### src/rtl/rx_pkg.sv
// Shared types and mode encodings for the asynchronous character receiver.
package rx_pkg;
    localparam int DATA_W     = 8;
    localparam int MAX_FACTOR = 64;
    localparam int CNT_W      = $clog2(MAX_FACTOR);
    localparam int IDX_W      = $clog2(DATA_W);

    localparam logic [1:0] RATE_X16 = 2'b10;
    localparam logic [1:0] RATE_X64 = 2'b11;

    typedef enum logic [2:0] {
        ST_IDLE, ST_START, ST_DATA, ST_PAR, ST_STOP, ST_WAITHI
    } rx_state_e;

    // Per-character result handed from the framer to the holding stage.
    typedef struct packed {
        logic [DATA_W-1:0] data;
        logic              perr;
        logic              ferr;
        logic              brk;
    } rx_char_t;
endpackage

### src/rtl/rx_line_sync.sv
// Synchronizer for the asynchronous serial input.
// Assumes the line idles high, so every stage resets to 1.
module rx_line_sync #(
    parameter int STAGES = 2
) (
    input  logic clk,
    input  logic rst_n,
    input  logic line_in,
    output logic line_s
);
    logic [STAGES-1:0] chain;

    // Shift the raw line through the synchronizer stages.
    always_ff @(posedge clk) begin
        if (!rst_n) chain <= '1;
        else        chain <= {chain[STAGES-2:0], line_in};
    end

    assign line_s = chain[STAGES-1];
endmodule

### src/rtl/rx_framer.sv
// Bit-timing and framing state machine.
// Detects a start bit, confirms it at mid-bit, samples the data bits, the optional
// parity bit and the stop bit, and emits a one-cycle done pulse with the result.
// Assumes the mode fields stay stable while a frame is in progress.
module rx_framer
    import rx_pkg::*;
(
    input  logic       clk,
    input  logic       rst_n,
    input  logic       line_s,
    input  logic [1:0] cfg_rate,
    input  logic [1:0] cfg_bits,
    input  logic       cfg_par_en,
    input  logic       cfg_par_even,
    output logic       done,
    output rx_char_t   result
);
    rx_state_e         state;
    logic [CNT_W-1:0]  cnt;
    logic [IDX_W-1:0]  idx;
    logic [DATA_W-1:0] sr;
    logic              pbit;

    logic [CNT_W-1:0]  full_m1;
    logic [CNT_W-1:0]  half_m1;
    logic              rate_x1;
    logic [IDX_W-1:0]  last_idx;
    logic [DATA_W-1:0] aligned;
    logic              par_exp;

    // Derive the bit-timing reload values from the rate field.
    always_comb begin
        rate_x1 = 1'b0;
        full_m1 = '0;
        half_m1 = '0;
        case (cfg_rate)
            RATE_X16: begin
                full_m1 = CNT_W'(15);
                half_m1 = CNT_W'(7);
            end
            RATE_X64: begin
                full_m1 = CNT_W'(63);
                half_m1 = CNT_W'(31);
            end
            default: rate_x1 = 1'b1;
        endcase
    end

    // Right-justify the character and compute the expected parity bit.
    always_comb begin
        last_idx = IDX_W'(cfg_bits) + IDX_W'(DATA_W - 4);
        aligned  = sr >> (IDX_W'(DATA_W - 1) - last_idx);
        par_exp  = cfg_par_even ? (^aligned) : ~(^aligned);
    end

    // Frame state, bit counter and shift register.
    always_ff @(posedge clk) begin
        if (!rst_n) begin
            state  <= ST_IDLE;
            cnt    <= '0;
            idx    <= '0;
            sr     <= '0;
            pbit   <= 1'b0;
            done   <= 1'b0;
            result <= '0;
        end else begin
            done <= 1'b0;
            case (state)
                ST_IDLE: begin
                    idx <= '0;
                    if (!line_s) begin
                        if (rate_x1) begin
                            state <= ST_DATA;
                            cnt   <= '0;
                        end else begin
                            state <= ST_START;
                            cnt   <= half_m1;
                        end
                    end
                end
                ST_START: begin
                    if (cnt != '0) begin
                        cnt <= cnt - 1'b1;
                    end else if (!line_s) begin
                        state <= ST_DATA;
                        cnt   <= full_m1;
                    end else begin
                        state <= ST_IDLE;
                    end
                end
                ST_DATA: begin
                    if (cnt != '0) begin
                        cnt <= cnt - 1'b1;
                    end else begin
                        cnt <= full_m1;
                        sr  <= {line_s, sr[DATA_W-1:1]};
                        idx <= idx + 1'b1;
                        if (idx == last_idx)
                            state <= cfg_par_en ? ST_PAR : ST_STOP;
                    end
                end
                ST_PAR: begin
                    if (cnt != '0) begin
                        cnt <= cnt - 1'b1;
                    end else begin
                        cnt   <= full_m1;
                        pbit  <= line_s;
                        state <= ST_STOP;
                    end
                end
                ST_STOP: begin
                    if (cnt != '0) begin
                        cnt <= cnt - 1'b1;
                    end else begin
                        done        <= 1'b1;
                        result.data <= aligned;
                        result.perr <= cfg_par_en && (pbit != par_exp);
                        result.ferr <= !line_s;
                        result.brk  <= !line_s && (aligned == '0) &&
                                       (!cfg_par_en || !pbit);
                        state       <= line_s ? ST_IDLE : ST_WAITHI;
                    end
                end
                ST_WAITHI: begin
                    if (line_s) state <= ST_IDLE;
                end
                default: state <= ST_IDLE;
            endcase
        end
    end
endmodule

### src/rtl/rx_holding.sv
// Holding register, ready flag, sticky error flags and break output.
// A character is accepted only while rx_en is high. A newer character overwrites
// an unread one and flags an overrun. When a set and an err_clr meet in one cycle,
// the set wins.
module rx_holding
    import rx_pkg::*;
(
    input  logic              clk,
    input  logic              rst_n,
    input  logic              line_s,
    input  logic              done,
    input  rx_char_t          result,
    input  logic              rx_en,
    input  logic              err_clr,
    input  logic              rd_strobe,
    output logic [DATA_W-1:0] rd_data,
    output logic              rx_ready,
    output logic              err_parity,
    output logic              err_frame,
    output logic              err_overrun,
    output logic              brk_det
);
    logic accept;
    assign accept = done && rx_en;

    // Data register and ready flag.
    always_ff @(posedge clk) begin
        if (!rst_n) begin
            rd_data  <= '0;
            rx_ready <= 1'b0;
        end else if (accept) begin
            rd_data  <= result.data;
            rx_ready <= 1'b1;
        end else if (rd_strobe) begin
            rx_ready <= 1'b0;
        end
    end

    // Sticky error flags.
    always_ff @(posedge clk) begin
        if (!rst_n) begin
            err_parity  <= 1'b0;
            err_frame   <= 1'b0;
            err_overrun <= 1'b0;
        end else begin
            if (accept && result.perr)     err_parity <= 1'b1;
            else if (err_clr)              err_parity <= 1'b0;
            if (accept && result.ferr)     err_frame <= 1'b1;
            else if (err_clr)              err_frame <= 1'b0;
            if (accept && rx_ready && !rd_strobe) err_overrun <= 1'b1;
            else if (err_clr)              err_overrun <= 1'b0;
        end
    end

    // Break output: set by an all-low frame, cleared when the line is high.
    always_ff @(posedge clk) begin
        if (!rst_n)                     brk_det <= 1'b0;
        else if (line_s)                brk_det <= 1'b0;
        else if (done && result.brk)    brk_det <= 1'b1;
    end
endmodule

### src/rtl/async_char_receiver.sv
// Top level of the asynchronous character receiver.
// Chains the line synchronizer, the framer and the holding stage. It runs on the
// receive clock only.
module async_char_receiver
    import rx_pkg::*;
(
    input  logic              clk,
    input  logic              rst_n,
    input  logic              rx_line,
    input  logic [1:0]        cfg_rate,
    input  logic [1:0]        cfg_bits,
    input  logic              cfg_par_en,
    input  logic              cfg_par_even,
    input  logic              rx_en,
    input  logic              err_clr,
    input  logic              rd_strobe,
    output logic [DATA_W-1:0] rd_data,
    output logic              rx_ready,
    output logic              err_parity,
    output logic              err_frame,
    output logic              err_overrun,
    output logic              brk_det
);
    logic     line_s;
    logic     char_done;
    rx_char_t char_res;

    rx_line_sync #(.STAGES(2)) u_sync (
        .clk(clk), .rst_n(rst_n), .line_in(rx_line), .line_s(line_s)
    );

    rx_framer u_framer (
        .clk(clk), .rst_n(rst_n), .line_s(line_s),
        .cfg_rate(cfg_rate), .cfg_bits(cfg_bits),
        .cfg_par_en(cfg_par_en), .cfg_par_even(cfg_par_even),
        .done(char_done), .result(char_res)
    );

    rx_holding u_hold (
        .clk(clk), .rst_n(rst_n), .line_s(line_s),
        .done(char_done), .result(char_res),
        .rx_en(rx_en), .err_clr(err_clr), .rd_strobe(rd_strobe),
        .rd_data(rd_data), .rx_ready(rx_ready),
        .err_parity(err_parity), .err_frame(err_frame),
        .err_overrun(err_overrun), .brk_det(brk_det)
    );
endmodule

### config.mk
export PLATFORM = sky130hd
export DESIGN_NAME = async_char_receiver
export DESIGN_NICKNAME = d
export VERILOG_FILES = /design/src/rtl/rx_pkg.sv /design/src/rtl/rx_line_sync.sv /design/src/rtl/rx_framer.sv /design/src/rtl/rx_holding.sv /design/src/rtl/async_char_receiver.sv
export SDC_FILE = /design/constraint.sdc
export NUM_CORES = 1
export LEC_CHECK = 0
export ABC_AREA = 1
export BUFFER_PORTS_ARGS = -buffer_cell sky130_fd_sc_hd__buf_2
export CAP_MARGIN = 20
export CORE_ASPECT_RATIO = 2
export CORE_MARGIN = 1
export CORE_UTILIZATION = 63
export DETAILED_ROUTE_END_ITERATION = 8
export PLACE_DENSITY = 0.84
export SLEW_MARGIN = 20
export SYNTH_ARGS = -nofsm -noshare
export SYNTH_HDL_FRONTEND = slang
export SYNTH_SLANG_ARGS = --single-unit
### constraint.sdc
create_clock -name clk -period 3.5 [get_ports clk]
set_clock_uncertainty 0.1 [all_clocks]
set_input_delay 0.7 -clock clk [delete_from_list [all_inputs] [get_ports clk]]
set_output_delay 0.7 -clock clk [all_outputs]
set_load 0.01 [all_outputs]
; ---- After elaboration in Yosys (flattened, before gate mapping)
; Cells that the tools add are included.
[classes]
add_sub_neg = 4
eq_ne = 18
shifts = 1
n_mux = 31
bitwise = 3
n_reduce_logical = 34
[op_table]
columns = op, n
row1 = $mux W3, 10
row2 = $mux W6, 5
row3 = $pmux W6 S4, 1
row4 = $pmux W3 S6, 1
row5 = $ne A2 B2 Y1 const B, 6
row6 = $pmux W6 S2, 1
row7 = $pmux W5 S2, 1
row8 = $reduce_and A2 Y1, 5
row9 = $reduce_bool A2 Y1, 5
row10 = $logic_and A1 B1 Y1, 9
row11 = $logic_not A8 Y1, 1
row12 = $mux W1, 8
row13 = $reduce_xor A8 Y1, 1
row14 = $shr A8 B3 Y8, 1
row15 = $reduce_and A7 Y1, 1
row16 = $eq A3 B2 Y1 const B, 2
row17 = $eq A3 B3 Y1 const B, 2
row18 = $pmux W3 S2, 1
row19 = $reduce_bool A6 Y1, 1
row20 = $reduce_or A2 Y1, 3
row21 = $sub A6 B1 Y6 const B, 1
row22 = $mux W5, 1
row23 = $eq A2 B2 Y1 const B, 2
row24 = $logic_not A1 Y1, 4
row25 = 14 further kinds, 18
[word_totals]
regBits = 48
word_cells = 108

; ---- Depth between registers and ports, before layout
[logic_depth]
ltp_word = 8
mapped_depth = 13

; ---- Cells and area by module
; Synthesis repeated with hierarchy kept, for this count alone.
[unflattened]
hier_cells = 375
hier_area_um2 = 2477.4
[modules_own_cells]
columns = mod, instances, cells_each, area_each_um2, seq_area_each_um2
row1 = rx_framer, 1, 312, 1958.1, 660.6
row2 = rx_holding, 1, 57, 464.2, 260.2
row3 = rx_line_sync, 1, 6, 55.1, 40.0

; ---- Least setup slack after synthesis
; Ideal clock, no wire load.
[synth_timing]
kind = input port to flip-flop
start = in cfg_bits[1]
end = reg u_framer.result[2] (netlist name)
setup_ps = 71
t_arrival_ps = 2117
t_required_ps = 3329
setup_slack_ps = 1212
cell_stages = 11
path_buffers = 1
path_cell_list = clkbuf_2 -> inv_1 -> or2_2 -> ha_1 -> xnor2_1 -> inv_1 -> nand2_1 -> nand2_1 -> nand2_1 -> nand3_1 -> a21oi_1
[synth_between]
elab_chain_len = 8
[synth_lines]
columns = item, line_no
row1 = "start, declared", async_char_receiver.sv:11  ; input logic [1:0] cfg_bits,
row2 = $add A2 B3 Y3 *, rx_framer.sv:51  ; last_idx = IDX_W'(cfg_bits) + IDX_W'(DATA_W - 4);
row3 = $sub A3 B3 Y3 *, rx_framer.sv:52  ; aligned = sr >> (IDX_W'(DATA_W - 1) - last_idx);
row4 = $shr A8 B3 Y8 *, rx_framer.sv:52
row5 = $reduce_xor A8 Y1 *, rx_framer.sv:53  ; par_exp = cfg_par_even ? (^aligned) : ~(^aligned);
row6 = $not A1 Y1, rx_framer.sv:53
row7 = $mux W1 *, rx_framer.sv:53
row8 = $ne A1 B1 Y1 *, rx_framer.sv:117  ; result.perr <= cfg_par_en && (pbit != par_exp);
row9 = $logic_and A1 B1 Y1 *, rx_framer.sv:117
; Mark *: on every way between the ends. The rest lies on a longest branch, timed or not.
; A chain may end at the register's enable or synchronous reset.

; ---- Worst setup path after layout
[layout_timing]
start = in cfg_bits[0]
end = reg u_framer.result[2] (netlist name)
[layout_between]
elab_chain_len = 8
[layout_lines]
columns = item, line_no
row1 = $add A2 B3 Y3 *, rx_framer.sv:51
row2 = $sub A3 B3 Y3 *, rx_framer.sv:52
row3 = $shr A8 B3 Y8 *, rx_framer.sv:52
row4 = $reduce_xor A8 Y1 *, rx_framer.sv:53
row5 = $not A1 Y1, rx_framer.sv:53
row6 = $mux W1 *, rx_framer.sv:53
row7 = $ne A1 B1 Y1 *, rx_framer.sv:117
row8 = $logic_and A1 B1 Y1 *, rx_framer.sv:117
; Marks and branches as above.

==> results by group <==
Route
  • Vias: 2331
  • Initial drt markers: 81
  • Residual DRC count: 0
  • DR vias/cell: 5.421
  • WL final: 5610 µm
  • Antenna-violating nets left: 0
  • DR pass1 iterations: 4
  • Detailed-route wire length per cell: 13.05 µm

Power
  • Maximum vdd drop: 528.3 µV
  • Switching Share: 0.4284
  • Internal: 1.279 mW
  • Flop pwr share: 0.337
  • Gate power share: 0.449
  • Power Total: 2.237 mW
  • Leakage: 1.240 nW
  • Clock power frac: 0.215
  • Pwr dens: 818.6 nW/µm²
  • Switching Power: 958.2 µW

Yosys
  • Mapped Area: 2461 µm²
  • Ys Warns: 0
  • Top cell type's share of synthesized area: 0.3904
  • Area contributors post-synth: dfxtp_1 39%, nand2_1 14%, nor2_1 8.1%
  • Synth Instances: 358
  • Post-synth top cells: 90 x nand2_1, 53 x nor2_1, 48 x dfxtp_1
  • Register area share after synthesis: 0.3904
  • Count leader, synth: nand2_1
  • Ys flop type: dfxtp_1
  • Synth unique cells: 31
  • Leading area contributor after synthesis: dfxtp_1
  • Synth async-reset ratio: 0
  • Syn_area_per_cell: 6.875 µm²
  • Syn_nets: 377
  • Synthesis-stage register bit count: 48
  • Count of flip-flops with a built-in enable after synthesis: 0

Clocking
  • Clock tree buffer depth: 2
  • TritonCTS Buffers: 5
  • PostCTS Resize Cnt: 0
  • Clock Sinks: 48
  • Post-CTS setup buffers: 0
  • CTS tree: built
  • H-tree depth: 2
  • Clk slew on worst S/H paths: 0.09 ns
  • Hold Buf Count CTS: 0
  • CTS Root Cell: clkbuf_8
  • Worst skew pair latency: 0.31 ns

Finish
  • Share of cells above drive strength 1: 0.1417
  • Cell area after layout: 2733 µm²
  • Register area: 960.9 µm²
  • N_diodes: 0
  • Nets: 399
  • Layout fillers: 323
  • Synth-to-layout area growth: 11.03%
  • Area occupied by multi-input gates: 1341 µm²

Timing
  • Final Hold Viols: 0
  • Setup TNS: 0 ns
  • RSZ-0062 raised after global routing: no
  • Setup Viol. Count Final: 0
  • Post-route clock period utilization: 0.6333
  • Slew margin rel.: 0.5022
  • Max Freq: 0.4512 GHz
  • Slew Limit Fails: 0
  • Min Hold Slack: 0.3201 ns
  • Post-layout min period: 2.216 ns
  • Transition time at the pin with the least slew margin: 0.7459 ns

Floorplan
  • Chip width: 46.20 µm
  • IO Pins: 25
  • Starting density of the core: 0.6679
  • Core area: 3685 µm²
  • Chip Height: 90.39 µm
  • Rows: 31
  • Die Area: 4176 µm²

GRT
  • All-layer global routing usage: 0.2942
  • First-pass GRT wire length: 9073 µm
  • GR peak layer: met2
  • Vias in the first global route: 2207
  • Met1 usage: 0.2734
  • GR Overflow Total: 0
  • Met2 GRT Util: 0.5646
  • Initial antenna violation count: 0
  • Met3 global-route usage: 0.03600
  • Pin count of the biggest net entering global routing: 27

Placement
  • Placed Area: 2595 µm²
  • Final GP Congestion: 0.8426
  • Port bufs: 24
  • Final HPWL DP: 4333 µm

Worst setup path
  • Worst r2r src: u_framer.sr[7]
  • Critical Path AT: 2.34 ns
  • CP endpoint kind: flip-flop
  • WP data required: 3.62 ns
  • Crit-path max FO: 10
  • Reg2reg end: u_framer.result[2]
  • Crit start category: primary input
  • FF-to-FF setup slack: 1.49 ns
  • Crit path kind: in -> reg
  • R2R depth: 10

Run status
  • Outcome: finished clean

Min path
  • HP Start: u_sync.chain[0]
  • Worst Hold Depth: 1
  • Hold Path Class: reg -> reg
  • Hold Path End: u_sync.chain[1]

Flow run
  • MaxCap Viol Count: 0
routing by layer:
layer	part of all wire	routed length, µm
met1	0.38	2133
met2	0.56	3144
met3	0.020	115
met4	0.039	216
met5	0	0
through the flow:
step / std cells / util / setup slack, ns
6_report: 430 / 0.7416 / 1.284
5_1_grt: 430 / 0.7416 / 1.082
4_1_cts: 430 / 0.7416 / 1.307
3_5_place_dp: 422 / 0.7042 / 1.000
3_3_place_gp: 422 / 0.7042 / 1.065
2_1_floorplan: 358 / - / 1.212
cell usage in the layout, fill, tap and decap left out, types with 2 or more instances in the layout:
cell type / count
a21oi_1: 25
ha_1: 7
bufinv_16: 2
inv_2: 2
dfxtp_1: 48
buf_2: 24
nand3_1: 25
nand2_2: 3
a211oi_1: 4
inv_1: 25
nand4_1: 4
o21ai_1: 2
or2_2: 6
nor2_2: 2
nor3_1: 5
a211oi_2: 2
o21ai_0: 33
nor2_1: 53
nand2_1: 90
nand2_4: 2
clkbuf_8: 5
nor2_4: 2
xnor2_1: 3
sequential cells by signal, summed over array words and instances, names as in the netlist:
register,count
u_hold.rx_ready,1
u_framer.result,11
u_hold.err_parity,1
u_hold.rd_data,8
u_sync.chain,2
u_framer.cnt,6
u_framer.sr,8
u_framer.done,1
u_framer.idx,3
u_hold.err_frame,1
u_hold.err_overrun,1
u_hold.brk_det,1
u_framer.state,3
u_framer.pbit,1
worst max-delay path by stage:
| stage | startpoint | end | slack, ns |
|---|---|---|---|
| 4_1_cts | cfg_bits[0] | u_framer.result[2] | 1.31 |
| 2_1_floorplan | cfg_bits[1] | u_framer.result[2] | 1.21 |
| 5_1_grt | cfg_bits[0] | u_framer.result[2] | 1.08 |
| 3_5_place_dp | cfg_bits[0] | u_framer.result[2] | 1.00 |
| 3_3_place_gp | cfg_bits[0] | u_framer.result[2] | 1.06 |
| 6_report | cfg_bits[0] | u_framer.result[2] | 1.28 |
cells by family (layout without fill, tap and decap cells):
group,Yosys count,count (layout),share of synthesized area
buffers and inverters,38,61,0.06456
AOI/OAI and AO/OA,68,68,0.1510
and+or+nand+nor,194,194,0.3477
xor gates and xnor gates,3,3,0.01068
adders and majority gates,7,7,0.03559
DFF,48,48,0.3904
cell type report:
type	instances	share of cell area
Clock buffer	5	0.02518
Clock inverter	3	0.02518
Inverter	29	0.04075
Multi-Input combinational cell	272	0.4908
Sequential cell	48	0.3516
Tap cell	49	0.02244
Timing Repair Buffer	24	0.04396
power by group through the flow:
stage          clock network [mW]  logic, mW  registers (mW)
2_1_floorplan                   0      0.802           0.739
3_3_place_gp                    0      0.965           0.763
3_5_place_dp                    0      0.988           0.766
4_1_cts                     0.483      0.993           0.753
5_1_grt                     0.508       1.13           0.770
6_report                    0.480       1.00           0.754
worst max-delay path, stage by stage:
cell	delay [ns]
buf_2	0.16
inv_1	0.14
nand2_1	0.09
o21ai_0	0.11
o21a_1	0.21
ha_1	0.29
xnor2_1	0.20
inv_1	0.06
nand2_1	0.07
nand2_1	0.05
nand2_1	0.05
nand3_1	0.07
a21oi_1	0.13
No activity file was read; power rests on OpenSTA's default activity.
